[config.mk]
export PLATFORM = sky130hd
export DESIGN_NAME = step_code_gen
export DESIGN_NICKNAME = d
export VERILOG_FILES = /design/src/rtl/stepcode_pkg.sv /design/src/rtl/stepcode_rst_sync.sv /design/src/rtl/stepcode_pin_sync.sv /design/src/rtl/stepcode_accum.sv /design/src/rtl/step_code_gen.sv
export SDC_FILE = /design/constraint.sdc
export NUM_CORES = 1
export LEC_CHECK = 0
export BUFFER_PORTS_ARGS = -buffer_cell sky130_fd_sc_hd__buf_2
export CORE_MARGIN = 4
export CORE_UTILIZATION = 40
export DETAILED_ROUTE_END_ITERATION = 8
export PLACE_DENSITY = 0.67
export SLEW_MARGIN = 20
export SYNTH_ARGS = -nofsm -noshare
export SYNTH_HDL_FRONTEND = slang
export SYNTH_SLANG_ARGS = --single-unit
export TNS_END_PERCENT = 20
[constraint.sdc]
create_clock -name clk -period 1.05 [get_ports clk]
set_clock_uncertainty 0.05 [all_clocks]
set_input_delay 0.0525 -clock clk [delete_from_list [all_inputs] [get_ports clk]]
set_output_delay 0.0525 -clock clk [all_outputs]
set_load 0.01 [all_outputs]
[src/rtl/stepcode_pkg.sv]
package stepcode_pkg;

  typedef enum logic [1:0] {
    ACT_HOLD  = 2'd0,
    ACT_INC   = 2'd1,
    ACT_DEC   = 2'd2,
    ACT_CLEAR = 2'd3
  } step_act_e;

endpackage

[src/rtl/stepcode_rst_sync.sv]
module stepcode_rst_sync #(
  parameter int STAGES = 2
) (
  input  logic clk,
  input  logic rst_n,
  output logic rst_n_sync
);

  logic [STAGES-1:0] chain_q;
  logic [STAGES-1:0] chain_d;

  always_comb begin
    chain_d = {chain_q[STAGES-2:0], 1'b1};
  end

  always_ff @(posedge clk or negedge rst_n) begin
    if (!rst_n) chain_q <= '0;
    else        chain_q <= chain_d;
  end

  assign rst_n_sync = chain_q[STAGES-1];

endmodule

[src/rtl/stepcode_pin_sync.sv]
module stepcode_pin_sync #(
  parameter int STAGES = 2
) (
  input  logic clk,
  input  logic rst_n,
  input  logic pin_async,
  output logic lvl,
  output logic lvl_prev
);

  logic [STAGES-1:0] sync_q;
  logic              prev_q;

  always_ff @(posedge clk or negedge rst_n) begin
    if (!rst_n) begin
      sync_q <= '0;
      prev_q <= 1'b0;
    end else begin
      sync_q <= {sync_q[STAGES-2:0], pin_async};
      prev_q <= sync_q[STAGES-1];
    end
  end

  assign lvl      = sync_q[STAGES-1];
  assign lvl_prev = prev_q;

endmodule

[src/rtl/stepcode_accum.sv]
module stepcode_accum
  import stepcode_pkg::*;
#(
  parameter int CODE_W = 10
) (
  input  logic              clk,
  input  logic              rst_n,
  input  step_act_e         act,
  input  logic [CODE_W-1:0] inc_size,
  input  logic [CODE_W-1:0] dec_size,
  output logic [CODE_W-1:0] run_code
);

  localparam logic [CODE_W-1:0] CODE_MAX = {CODE_W{1'b1}};

  logic [CODE_W-1:0] code_q;
  logic [CODE_W-1:0] code_d;
  logic              code_en;
  logic [CODE_W:0]   sum_w;

  always_comb begin
    sum_w   = {1'b0, code_q} + {1'b0, inc_size};
    code_en = (act != ACT_HOLD);
    code_d  = code_q;
    unique case (act)
      ACT_INC:   code_d = sum_w[CODE_W] ? CODE_MAX : sum_w[CODE_W-1:0];
      ACT_DEC:   code_d = (dec_size > code_q) ? '0 : (code_q - dec_size);
      ACT_CLEAR: code_d = '0;
      default:   code_d = code_q;
    endcase
  end

  always_ff @(posedge clk or negedge rst_n) begin
    if (!rst_n)       code_q <= '0;
    else if (code_en) code_q <= code_d;
  end

  assign run_code = code_q;

endmodule

[src/rtl/step_code_gen.sv]
module step_code_gen
  import stepcode_pkg::*;
#(
  parameter int CODE_W      = 10,
  parameter int SYNC_STAGES = 2
) (
  input  logic              clk,
  input  logic              rst_n,
  input  logic              sel_step,
  input  logic              raise_pin,
  input  logic              lower_pin,
  input  logic [CODE_W-1:0] direct_code,
  input  logic [CODE_W-1:0] inc_size,
  input  logic [CODE_W-1:0] dec_size,
  output logic [CODE_W-1:0] dac_code
);

  logic              rst_n_sync;
  logic              up_lvl, up_prev, dn_lvl, dn_prev;
  logic              up_rise, dn_rise;
  step_act_e         act;
  logic [CODE_W-1:0] run_code;

  stepcode_rst_sync #(.STAGES(SYNC_STAGES)) u_rst (
    .clk        (clk),
    .rst_n      (rst_n),
    .rst_n_sync (rst_n_sync)
  );

  stepcode_pin_sync #(.STAGES(SYNC_STAGES)) u_up_sync (
    .clk       (clk),
    .rst_n     (rst_n_sync),
    .pin_async (raise_pin),
    .lvl       (up_lvl),
    .lvl_prev  (up_prev)
  );

  stepcode_pin_sync #(.STAGES(SYNC_STAGES)) u_dn_sync (
    .clk       (clk),
    .rst_n     (rst_n_sync),
    .pin_async (lower_pin),
    .lvl       (dn_lvl),
    .lvl_prev  (dn_prev)
  );

  // A step needs the opposite pin high before and after the edge.
  always_comb begin
    up_rise = up_lvl & ~up_prev;
    dn_rise = dn_lvl & ~dn_prev;
    if (!up_lvl && !dn_lvl)                 act = ACT_CLEAR;
    else if (up_rise && dn_lvl && dn_prev)  act = ACT_INC;
    else if (dn_rise && up_lvl && up_prev)  act = ACT_DEC;
    else                                    act = ACT_HOLD;
  end

  stepcode_accum #(.CODE_W(CODE_W)) u_accum (
    .clk      (clk),
    .rst_n    (rst_n_sync),
    .act      (act),
    .inc_size (inc_size),
    .dec_size (dec_size),
    .run_code (run_code)
  );

  assign dac_code = sel_step ? run_code : direct_code;

endmodule

==> qor.txt, run 1 <==
Total track usage - 18.93%
Bufs and invs on worst path - 2
Tightest Pin Transition - 0.5496 ns
Setup WS post-layout - -1.250 ns
Final setup viols - 20
CP top delay family - compound AO/OA/AOI/OAI gates
Row count - 23
EDFF count, synth - 0
Status - finished, violations left
GRT Residual Overflow - 0
Met2 GRT Util - 31.89%
Fin crit share - 219.0%
Req. time, crit path - 1.13 ns
Lkg Pwr - 1.392 nW
Detailed Routing Iterations Pass 1 - 4
Vias post-DR - 1,787
Layer with the highest usage - met2
CTS Sinks - 18
Worst EP arrival - 2.38 ns
Total Power - 3.645 mW
Min Clock Period, post-route - 2.300 ns
Die W - 73.54 microns
First-pass GRT wire length - 7.990 mm
Pin count of the biggest net entering global routing - 11
Placed cell count - 335
Ant diodes - 0
Synthesized area - 1718 sq um
Final Hold Fails - 0
M1 GR Usage - 25.74%
Fin util - 69.04%
Fin cells - 350
Failing checks - setup timing
RSZ-0062 raised after global routing - true
Synthesized net count - 245
DRC - 0
GR Util met3 - 2.736%
Slowest CP cell - dfrtp_1
Most frequent cells in the layout - 54 x buf_4, 34 x buf_2, 18 x buf_6
Cells after Synth - 188
HPWL after DPL - 3.777 mm
Die Area - 5407 sq um
Io pins - 45
Setup TNS - -14.20 ns
Initial DRC Count - 110
Cell area power density - 1292 nW/um^2
Clock Tree Buf Depth - 2
Slowest stage delay, CP - 0.41 ns
CP Launch Type - flop
Total of max-cap violations - 0
Vias/cell - 5.106
Final nets - 359
Final Max Tran Viols - 0
Hold Path Class - primary input to asynchronous set/reset pin
CP endpoint kind - flop
PortBufs - 44
Ys flop type - dfrtp_1
Part of the Yosys area used for sequential elements - 26.22%
Place WS - -1.271 ns
Hold WS - 0.05920 ns
CP max FO - 2
DP Area - 2422 sq um
Number of synthesis warnings - 0
Total wire length - 5.059 mm
CTS buffer count - 3
Share of layout cells above drive strength 1 - 49.67%
Root buf cell - clkbuf_8
Crit path top cell by count - inv_2
H-tree lvl count - 1
Initial antenna violation count - 0
Maximum vdd drop - 0.9498 mV
Fmax - 434.8 MHz
Gpl congestion - 0.8096
Area delta synth->final - 64.24%
Netlist cell types - 42
Crit Path Category - flop to flop
Syn avg cell area - 9.138 sq um
Clock transition at path regs - 0.06 ns
Final ANT Viol Nets - 0
Worst slew margin - 62.97%
Vias in the first global route - 1,762
#FFs+latches synth - 18
Initial Utilization - 42.04%
Async set-reset flop share out of synthesis - 100.0%
Clk_lat worst skew - 0.25 ns
Cells along the critical path - inv_2 > ha_4 > inv_2 > fa_2 > a211oi_4 > o21bai_1 > a2111oi_1 > nor2_1 > xor2_1 > o2bb2ai_1
Post-route cell area - 2821 sq um
Die Span Y - 73.54 microns
CORE AREA - 4086 sq um
Commonest non-fill, non-tap cell in the layout - buf_4
Routed len/inst - 14.45 microns
CTS tree - done
metal layers:
metal | routed length (microns) | vias to the layer above | part of all wire, %
li1 | - | 918 | -
met1 | 2368 | 825 | 47
met2 | 2441 | 38 | 48
met3 | 199 | 6 | 3.9
met4 | 50 | 0 | 0.99
met5 | 0 | - | 0
Yosys cell counts (2+ instances only):
| library cell | instances | area share (%) |
|---|---|---|
| xor2_1 | 2 | 1.0 |
| nor2_1 | 16 | 3.5 |
| xnor2_1 | 10 | 5.1 |
| or3_1 | 2 | 0.73 |
| mux2_2 | 10 | 6.6 |
| inv_1 | 16 | 3.5 |
| a22oi_1 | 2 | 0.87 |
| dfrtp_1 | 18 | 26 |
| nand2_1 | 4 | 0.87 |
| a211oi_1 | 3 | 1.3 |
| o21bai_1 | 2 | 0.87 |
| a21o_1 | 7 | 3.1 |
| a21oi_1 | 14 | 4.1 |
| fa_1 | 2 | 2.3 |
| nor2b_1 | 4 | 1.5 |
| o21ai_0 | 11 | 3.2 |
| nand3_1 | 3 | 0.87 |
| or2_1 | 2 | 0.73 |
| o2bb2ai_1 | 3 | 1.5 |
| o31ai_1 | 2 | 0.87 |
| ha_1 | 20 | 15 |
| o21a_1 | 5 | 2.2 |
| o22ai_1 | 2 | 0.73 |
| o21ai_1 | 4 | 1.2 |
| o211ai_1 | 2 | 0.87 |
| nand2b_1 | 5 | 1.8 |
| a31o_2 | 2 | 1.0 |
final cells by class:
type | count | area [sq um]
clock buffer | 3 | 41.29
inverter | 16 | 60.06
tap | 50 | 62.56
fill | 294 | 1265
timing repair buffer | 109 | 808.3
sequential | 18 | 454.2
multi-input combinational | 154 | 1395
where the power goes:
group | internal [mW] | switching (mW)
clock network | 0.255 | 0.220
logic | 1.28 | 1.02
registers | 0.777 | 0.0950
registers in the layout, summed over array words and instances, names as in the netlist:
register,count
u_accum.run_code,10
u_dn_sync.sync_q,2
u_rst.chain_q,2
u_up_sync.sync_q,2
u_dn_sync.lvl_prev,1
u_up_sync.lvl_prev,1
kinds of logic after synthesis:
kind of cell | synth area share (%)
XOR/XNOR | 6.118
flip-flops | 26.22
multiplexers | 7.138
AND/OR/NAND/NOR | 11.43
buffers and inverters | 3.714
adder cells (fa/ha/maj) | 16.90
AO/OA/AOI/OAI | 28.26
other | 0.2183
final timing paths:
path / depth (start not counted) / start / end / slack [ns]
worst max register to register: 10 / u_accum.run_code[0] / u_accum.run_code[8] / -1.25
min in group clk: 4 / inc_size[0] / u_accum.run_code[0] / 0.20
worst min register to register: 1 / u_rst.chain_q[1] / u_accum.run_code[8] / 0.12
worst min-delay path: 2 / rst_n / u_rst.chain_q[1] / 0.06
max in group asynchronous: 1 / u_rst.chain_q[1] / u_accum.run_code[6] / 0.65
worst max-delay path: 10 / u_accum.run_code[0] / u_accum.run_code[8] / -1.25
what timing repair did:
action                     CTS  global route
hold buffers                 3             0
buffers inserted             5             3
setup endpoints to repair   20            20
hold endpoints to repair     4             0
pin swaps                   11             3
cloned                       1             0
gates resized for setup     53             7
No activity file was read; power rests on OpenSTA's default activity.
==> run 2: changes to the inputs <==
--- a/config.mk
+++ b/config.mk
@@ -10,6 +10,7 @@
 export CORE_UTILIZATION = 40
 export DETAILED_ROUTE_END_ITERATION = 8
 export PLACE_DENSITY = 0.67
+export REMOVE_ABC_BUFFERS = 1
 export SLEW_MARGIN = 20
 export SYNTH_ARGS = -nofsm -noshare
 export SYNTH_HDL_FRONTEND = slang
==> run 2 against run 1 <==
  * The run still ends with setup timing left
  * Critical path type unchanged
  * Count of clock-buffer cells in the layout rose by 1
  * Sequential cell count did not move
  * Largest cell class unchanged
  * Via count rose by 5.7%
  * Die area did not move
  * Sequential power barely moved
  * Maximum frequency rose by 1.9%
  * Setup slack improved by 0.042 ns
  * Critical path depth fell by 3
  * Total power rose by 9.3%
==> qor.txt, run 2 (synthesized netlist as in run 1, its figures left out) <==
H-tree lvl count - 1 (unchanged)
Worst EP arrival - 2.35 ns (was 2.38 ns)
Vias post-DR - 1,888 (was 1,787)
FF/Latch Area - 454.2 sq um (unchanged)
Lkg Pwr - 1.431 nW (was 1.392 nW)
CTS buffer count - 3 (unchanged)
Max reg flops - 10 (unchanged)
Die Area - 5407 sq um (unchanged)
PortBufs - 44 (unchanged)
Clk_lat worst skew - 0.26 ns (was 0.25 ns)
Total wire length - 5.494 mm (was 5.059 mm)
Gpl congestion - 0.7722 (was 0.8096)
DRC - 0 (unchanged)
Vias in the first global route - 1,854 (was 1,762)
Final Max Tran Viols - 0 (unchanged)
Min Clock Period, post-route - 2.257 ns (was 2.300 ns)
Clock Tree Buf Depth - 2 (unchanged)
CP max FO - 4 (was 2)
Post-route cell area - 2927 sq um (was 2821 sq um)
Bufs and invs on worst path - 0 (was 2)
Setup TNS - -13.59 ns (was -14.20 ns)
Total of max-cap violations - 0 (unchanged)
CTS Sinks - 18 (unchanged)
Status - finished, violations left (unchanged)
Final ANT Viol Nets - 0 (unchanged)
Final Hold Fails - 0 (unchanged)
Initial DRC Count - 69 (was 110)
Reg2reg setup slack - -1.21 ns (was -1.25 ns)
Critical Path End - u_accum.run_code[9] (was u_accum.run_code[8])
Io pins - 45 (unchanged)
Area occupied by multi-input gates - 1436 sq um (was 1395 sq um)
CP Launch Type - flop (unchanged)
Fillers - 283 (was 294)
Initial Utilization - 42.04% (unchanged)
Area delta synth->final - 70.36% (was 64.24%)
GRT Residual Overflow - 0 (unchanged)
Critical path depth - 7 (was 10)
Hold WS - 0.06679 ns (was 0.05920 ns)
Maximum vdd drop - 0.9067 mV (was 0.9498 mV)
Cell area power density - 1362 nW/um^2 (was 1292 nW/um^2)
FF-to-FF Start - u_accum.run_code[5] (was u_accum.run_code[0])
Req. time, crit path - 1.14 ns (was 1.13 ns)
Share of layout cells above drive strength 1 - 53.90% (was 49.67%)
Commonest non-fill, non-tap cell in the layout - buf_4 (unchanged)
Routed len/inst - 15.35 microns (was 14.45 microns)
Die Span Y - 73.54 microns (unchanged)
Root buf cell - clkbuf_8 (unchanged)
Cells along the critical path - ha_4 > a21o_1 > or3_4 > o22a_4 > a2111oi_4 > nand2_1 > a32o_1 (was inv_2 > ha_4 > inv_2 > fa_2 > a211oi_4 > o21bai_1 > a2111oi_1 > nor2_1 > xor2_1 > o2bb2ai_1)
Setup WS post-layout - -1.207 ns (was -1.250 ns)
RSZ-0062 raised after global routing - true (unchanged)
CP startpoint - u_accum.run_code[5] (was u_accum.run_code[0])
Detailed Routing Iterations Pass 1 - 4 (unchanged)
Slowest CP cell - dfrtp_1 (unchanged)
Row count - 23 (unchanged)
Worst slew margin - 63.18% (was 62.97%)
Place WS - -1.368 ns (was -1.271 ns)
HPWL after DPL - 3.859 mm (was 3.777 mm)
CORE AREA - 4086 sq um (unchanged)
Clock transition at path regs - 0.07 ns (was 0.06 ns)
Most frequent cells in the layout - 60 x buf_4, 35 x buf_2, 18 x buf_6 (was 54 x buf_4, 34 x buf_2, 18 x buf_6)
Slowest stage delay, CP - 0.43 ns (was 0.41 ns)
Total Power - 3.985 mW (was 3.645 mW)
CP top delay family - compound AO/OA/AOI/OAI gates (unchanged)
First-pass GRT wire length - 8.500 mm (was 7.990 mm)
Pin count of the biggest net entering global routing - 11 (unchanged)
Total track usage - 20.36% (was 18.93%)
Initial antenna violation count - 0 (unchanged)
Placed cell count - 342 (was 335)
Failing checks - setup timing (unchanged)
Tightest Pin Transition - 0.5465 ns (was 0.5496 ns)
Fmax - 443.0 MHz (was 434.8 MHz)
Final nets - 366 (was 359)
Final setup viols - 20 (unchanged)
Fin cells - 358 (was 350)
Hold Path Class - primary input to asynchronous set/reset pin (unchanged)
Die W - 73.54 microns (unchanged)
Vias/cell - 5.274 (was 5.106)
Fin crit share - 215.0% (was 219.0%)
DP Area - 2455 sq um (was 2422 sq um)
R2r endpoint - u_accum.run_code[9] (was u_accum.run_code[8])
Crit Path Category - flop to flop (unchanged)
CP endpoint kind - flop (unchanged)
R2R depth - 7 (was 10)
Fin util - 71.62% (was 69.04%)
Ant diodes - 0 (unchanged)
CTS tree - done (unchanged)
-- run 2: cell types whose count changed in the layout (fill, tap and decap cells not counted), sizes merged --
cell,change
buf,+7
clkbuf,+1
-- run 2: cell type report --
| class | instances | area share, % |
|---|---|---|
| repair buffers | 116 | 29.33 |
| multi-input cells | 154 | 49.08 |
| well taps | 50 | 2.138 |
| clock buffers | 4 | 1.881 |
| inverters | 16 | 2.052 |
| flip-flops and latches | 18 | 15.52 |
-- run 2: worst min path at each step --
| stage | end | from | slack [ns] |
|---|---|---|---|
| floorplan | u_rst.chain_q[0] | rst_n | -0.29 |
| global placement | u_rst.chain_q[0] | rst_n | -0.21 |
| detailed placement | u_rst.chain_q[0] | rst_n | -0.21 |
| CTS | u_rst.chain_q[1] | rst_n | 0.05 |
| global route | u_rst.chain_q[1] | rst_n | 0.08 |
| finish | u_rst.chain_q[1] | rst_n | 0.07 |
-- run 2: routing by layer --
layer  wire (microns)  vias up  track usage [%]
li1                 -      935                -
met4              122        0            7.646
met5                0        -                0
met1             2347      892            25.42
met3              235       14            3.010
met2             2788       47            35.14
-- run 2: what timing repair did --
item | CTS | global route
endpoints found under the hold margin | 4 | 0
gates resized for setup | 54 | 19
gates cloned | 1 | 0
pin swaps | 16 | 13
buffers inserted | 6 | 2
hold buffers | 3 | 0
endpoints found under the setup margin | 20 | 20
-- run 2: where the power goes --
part	switching, mW	leakage (nW)	internal, mW
Clock	0.242	0.0288	0.333
Sequential	0.0940	0.214	0.777
Combinational	1.12	1.19	1.42
==> run 3: changes to the inputs <==
--- a/config.mk
+++ b/config.mk
@@ -5,8 +5,8 @@
 export SDC_FILE = /design/constraint.sdc
 export NUM_CORES = 1
 export LEC_CHECK = 0
-export BUFFER_PORTS_ARGS = -buffer_cell sky130_fd_sc_hd__buf_2
-export CORE_MARGIN = 4
+export BUFFER_PORTS_ARGS = -buffer_cell sky130_fd_sc_hd__buf_4
+export CORE_MARGIN = 5
 export CORE_UTILIZATION = 40
 export DETAILED_ROUTE_END_ITERATION = 8
 export PLACE_DENSITY = 0.67
==> run 3 against run 2 <==
  * Non-clock buffer count decreased by 7
  * Setup slack improved by 0.021 ns
  * Clock power rose by 0.7%
  * Via count shrank 2.6%
  * Sequential share of layout area is 0.27 points lower
  * The flow still finishes with violations (setup timing)
  * Utilization grew 1.3 points
  * Largest cell class unchanged
  * Maximum frequency is 0.93% higher
  * Global-route usage fell by 0.31 points
  * Combinational power about the same
==> qor.txt, run 3 (synthesized netlist as in run 1, its figures left out) <==
Cell area power density - 1328 nW/um^2 (was 1362 nW/um^2)
Pin count of the biggest net entering global routing - 17 (was 11)
Total track usage - 20.04% (was 20.36%)
Layer with the highest usage - met2 (unchanged)
Vias post-DR - 1,838 (was 1,888)
Slowest stage delay, CP - 0.39 ns (was 0.43 ns)
Crit path top cell by count - inv_2
Clk_lat worst skew - 0.26 ns (about the same)
Commonest non-fill, non-tap cell in the layout - buf_4 (unchanged)
Vias in the first global route - 1,867 (was 1,854)
Final setup viols - 20 (unchanged)
GRT Residual Overflow - 0 (unchanged)
Vias/cell - 5.236 (was 5.274)
Final Hold Fails - 0 (unchanged)
PortBufs - 44 (unchanged)
CP top delay family - compound AO/OA/AOI/OAI gates (unchanged)
Crit Path Category - flop to flop (unchanged)
Gpl congestion - 0.8175 (was 0.7722)
Initial DRC Count - 61 (was 69)
Clock Tree Buf Depth - 2 (unchanged)
First-pass GRT wire length - 8.638 mm (was 8.500 mm)
H-tree lvl count - 1 (unchanged)
Placed cell count - 336 (was 342)
FF/Latch Area - 454.2 sq um (unchanged)
Detailed Routing Iterations Pass 1 - 4 (unchanged)
Setup TNS - -13.69 ns (was -13.59 ns)
CP Launch Type - flop (unchanged)
Die Span Y - 75.54 microns (was 73.54 microns)
RSZ-0062 raised after global routing - true (unchanged)
Total wire length - 5.723 mm (was 5.494 mm)
Final ANT Viol Nets - 0 (unchanged)
Max reg flops - 10 (unchanged)
Status - finished, violations left (unchanged)
Met2 GRT Util - 34.42% (was 35.14%)
Routed len/inst - 16.30 microns (was 15.35 microns)
Failing checks - setup timing (unchanged)
CORE AREA - 4086 sq um (unchanged)
Area delta synth->final - 73.34% (was 70.36%)
Min Clock Period, post-route - 2.236 ns (was 2.257 ns)
CP max FO - 3 (was 4)
CTS tree - done (unchanged)
Ant diodes - 0 (unchanged)
Hold Path Class - primary input to asynchronous set/reset pin (unchanged)
Fillers - 298 (was 283)
Share of layout cells above drive strength 1 - 51.50% (was 53.90%)
Row count - 23 (unchanged)
Fin cells - 351 (was 358)
Lkg Pwr - 1.447 nW (was 1.431 nW)
Initial antenna violation count - 0 (unchanged)
CTS buffer count - 3 (unchanged)
Io pins - 45 (unchanged)
Slowest CP cell - dfrtp_1 (unchanged)
Fin crit share - 213.0% (was 215.0%)
Final Max Tran Viols - 0 (unchanged)
CP endpoint kind - flop (unchanged)
Cells along the critical path - inv_2 > ha_4 > inv_2 > fa_2 > a211oi_4 > o21bai_4 > a2111oi_4 > nor2_1 > xor2_1 > o2bb2ai_1 (was ha_4 > a21o_1 > or3_4 > o22a_4 > a2111oi_4 > nand2_1 > a32o_1)
Worst EP arrival - 2.33 ns (was 2.35 ns)
DRC - 0 (unchanged)
Total Power - 3.954 mW (was 3.985 mW)
Most frequent cells in the layout - 89 x buf_4, 18 x ha_1, 16 x buf_6 (was 60 x buf_4, 35 x buf_2, 18 x buf_6)
CTS Sinks - 18 (unchanged)
Bufs and invs on worst path - 2 (was 0)
GR Util met3 - 2.770% (was 3.010%)
Fmax - 447.1 MHz (was 443.0 MHz)
Tightest Pin Transition - 0.6669 ns (was 0.5465 ns)
Clock transition at path regs - 0.07 ns (about the same)
Worst slew margin - 55.07% (was 63.18%)
Total of max-cap violations - 0 (unchanged)
Final nets - 359 (was 366)
Root buf cell - clkbuf_8 (unchanged)
M1 GR Usage - 26.22% (was 25.42%)
Area occupied by multi-input gates - 1448 sq um (was 1436 sq um)
Setup WS post-layout - -1.186 ns (was -1.207 ns)
Die Area - 5706 sq um (was 5407 sq um)
Initial Utilization - 42.04% (unchanged)
Maximum vdd drop - 0.8923 mV (was 0.9067 mV)
HPWL after DPL - 4.096 mm (was 3.859 mm)
Req. time, crit path - 1.14 ns (about the same)
Die W - 75.54 microns (was 73.54 microns)
-- run 3: power breakdown --
| part | total [mW] | switching, mW | internal, mW |
|---|---|---|---|
| logic | 2.51 | 1.14 | 1.36 |
| clock network | 0.579 | 0.245 | 0.334 |
| registers | 0.869 | 0.0925 | 0.777 |
-- run 3: worst paths after layout --
check | start | endpoint | slack [ns] | cells past startpoint
min in group clk | inc_size[0] | u_accum.run_code[0] | 0.16 | 4
max in group asynchronous | u_rst.chain_q[1] | u_accum.run_code[1] | 0.61 | 1
hold reg to reg | u_rst.chain_q[1] | u_accum.run_code[6] | 0.14 | 1
setup / recovery | u_accum.run_code[0] | u_accum.run_code[8] | -1.19 | 10
hold / removal | rst_n | u_rst.chain_q[0] | 0.06 | 2
setup reg to reg | u_accum.run_code[0] | u_accum.run_code[8] | -1.19 | 10
-- run 3: cell type report --
cell class | count | share of cell area [%]
clock buffers | 4 | 1.849
inverters | 16 | 2.017
multi-input cells | 154 | 48.61
flip-flops and latches | 18 | 15.25
well taps | 50 | 2.101
repair buffers | 109 | 30.17
-- run 3: repair_timing --
item                                   4_1_cts  5_1_grt
resized for setup                           54       15
cloned                                       1        0
endpoints found under the hold margin        4        0
buffers inserted                             4        3
setup endpoints to repair                   20       20
hold buffers                                 3        0
pin swaps                                   14        8
-- run 3: worst register-to-register path: stages (launching register included) --
cell and delay (ns):
dfrtp_1 0.39, inv_2 0.08, ha_4 0.14, inv_2 0.04, fa_2 0.36, a211oi_4 0.27, o21bai_4 0.10, a2111oi_4 0.30
nor2_1 0.10, xor2_1 0.16, o2bb2ai_1 0.13
-- run 3: stage by stage --
stage,area [sq um],utilization [%],hold slack (ns),worst slack (ns)
finish,2978,72.87,0.06286,-1.186
detailed placement,2520,61.67,-0.2135,-1.518
CTS,2883,70.55,0.05591,-1.193
global route,2978,72.87,0.06812,-1.277
global placement,2520,61.67,-0.2146,-1.320
floorplan,1714,-,-0.2931,-1.271
-- run 3: routing by layer --
layer | wire length [microns] | vias to the layer above
met5 | 0 | -
met3 | 291 | 11
met1 | 2397 | 860
li1 | - | 918
met4 | 124 | 0
met2 | 2910 | 49
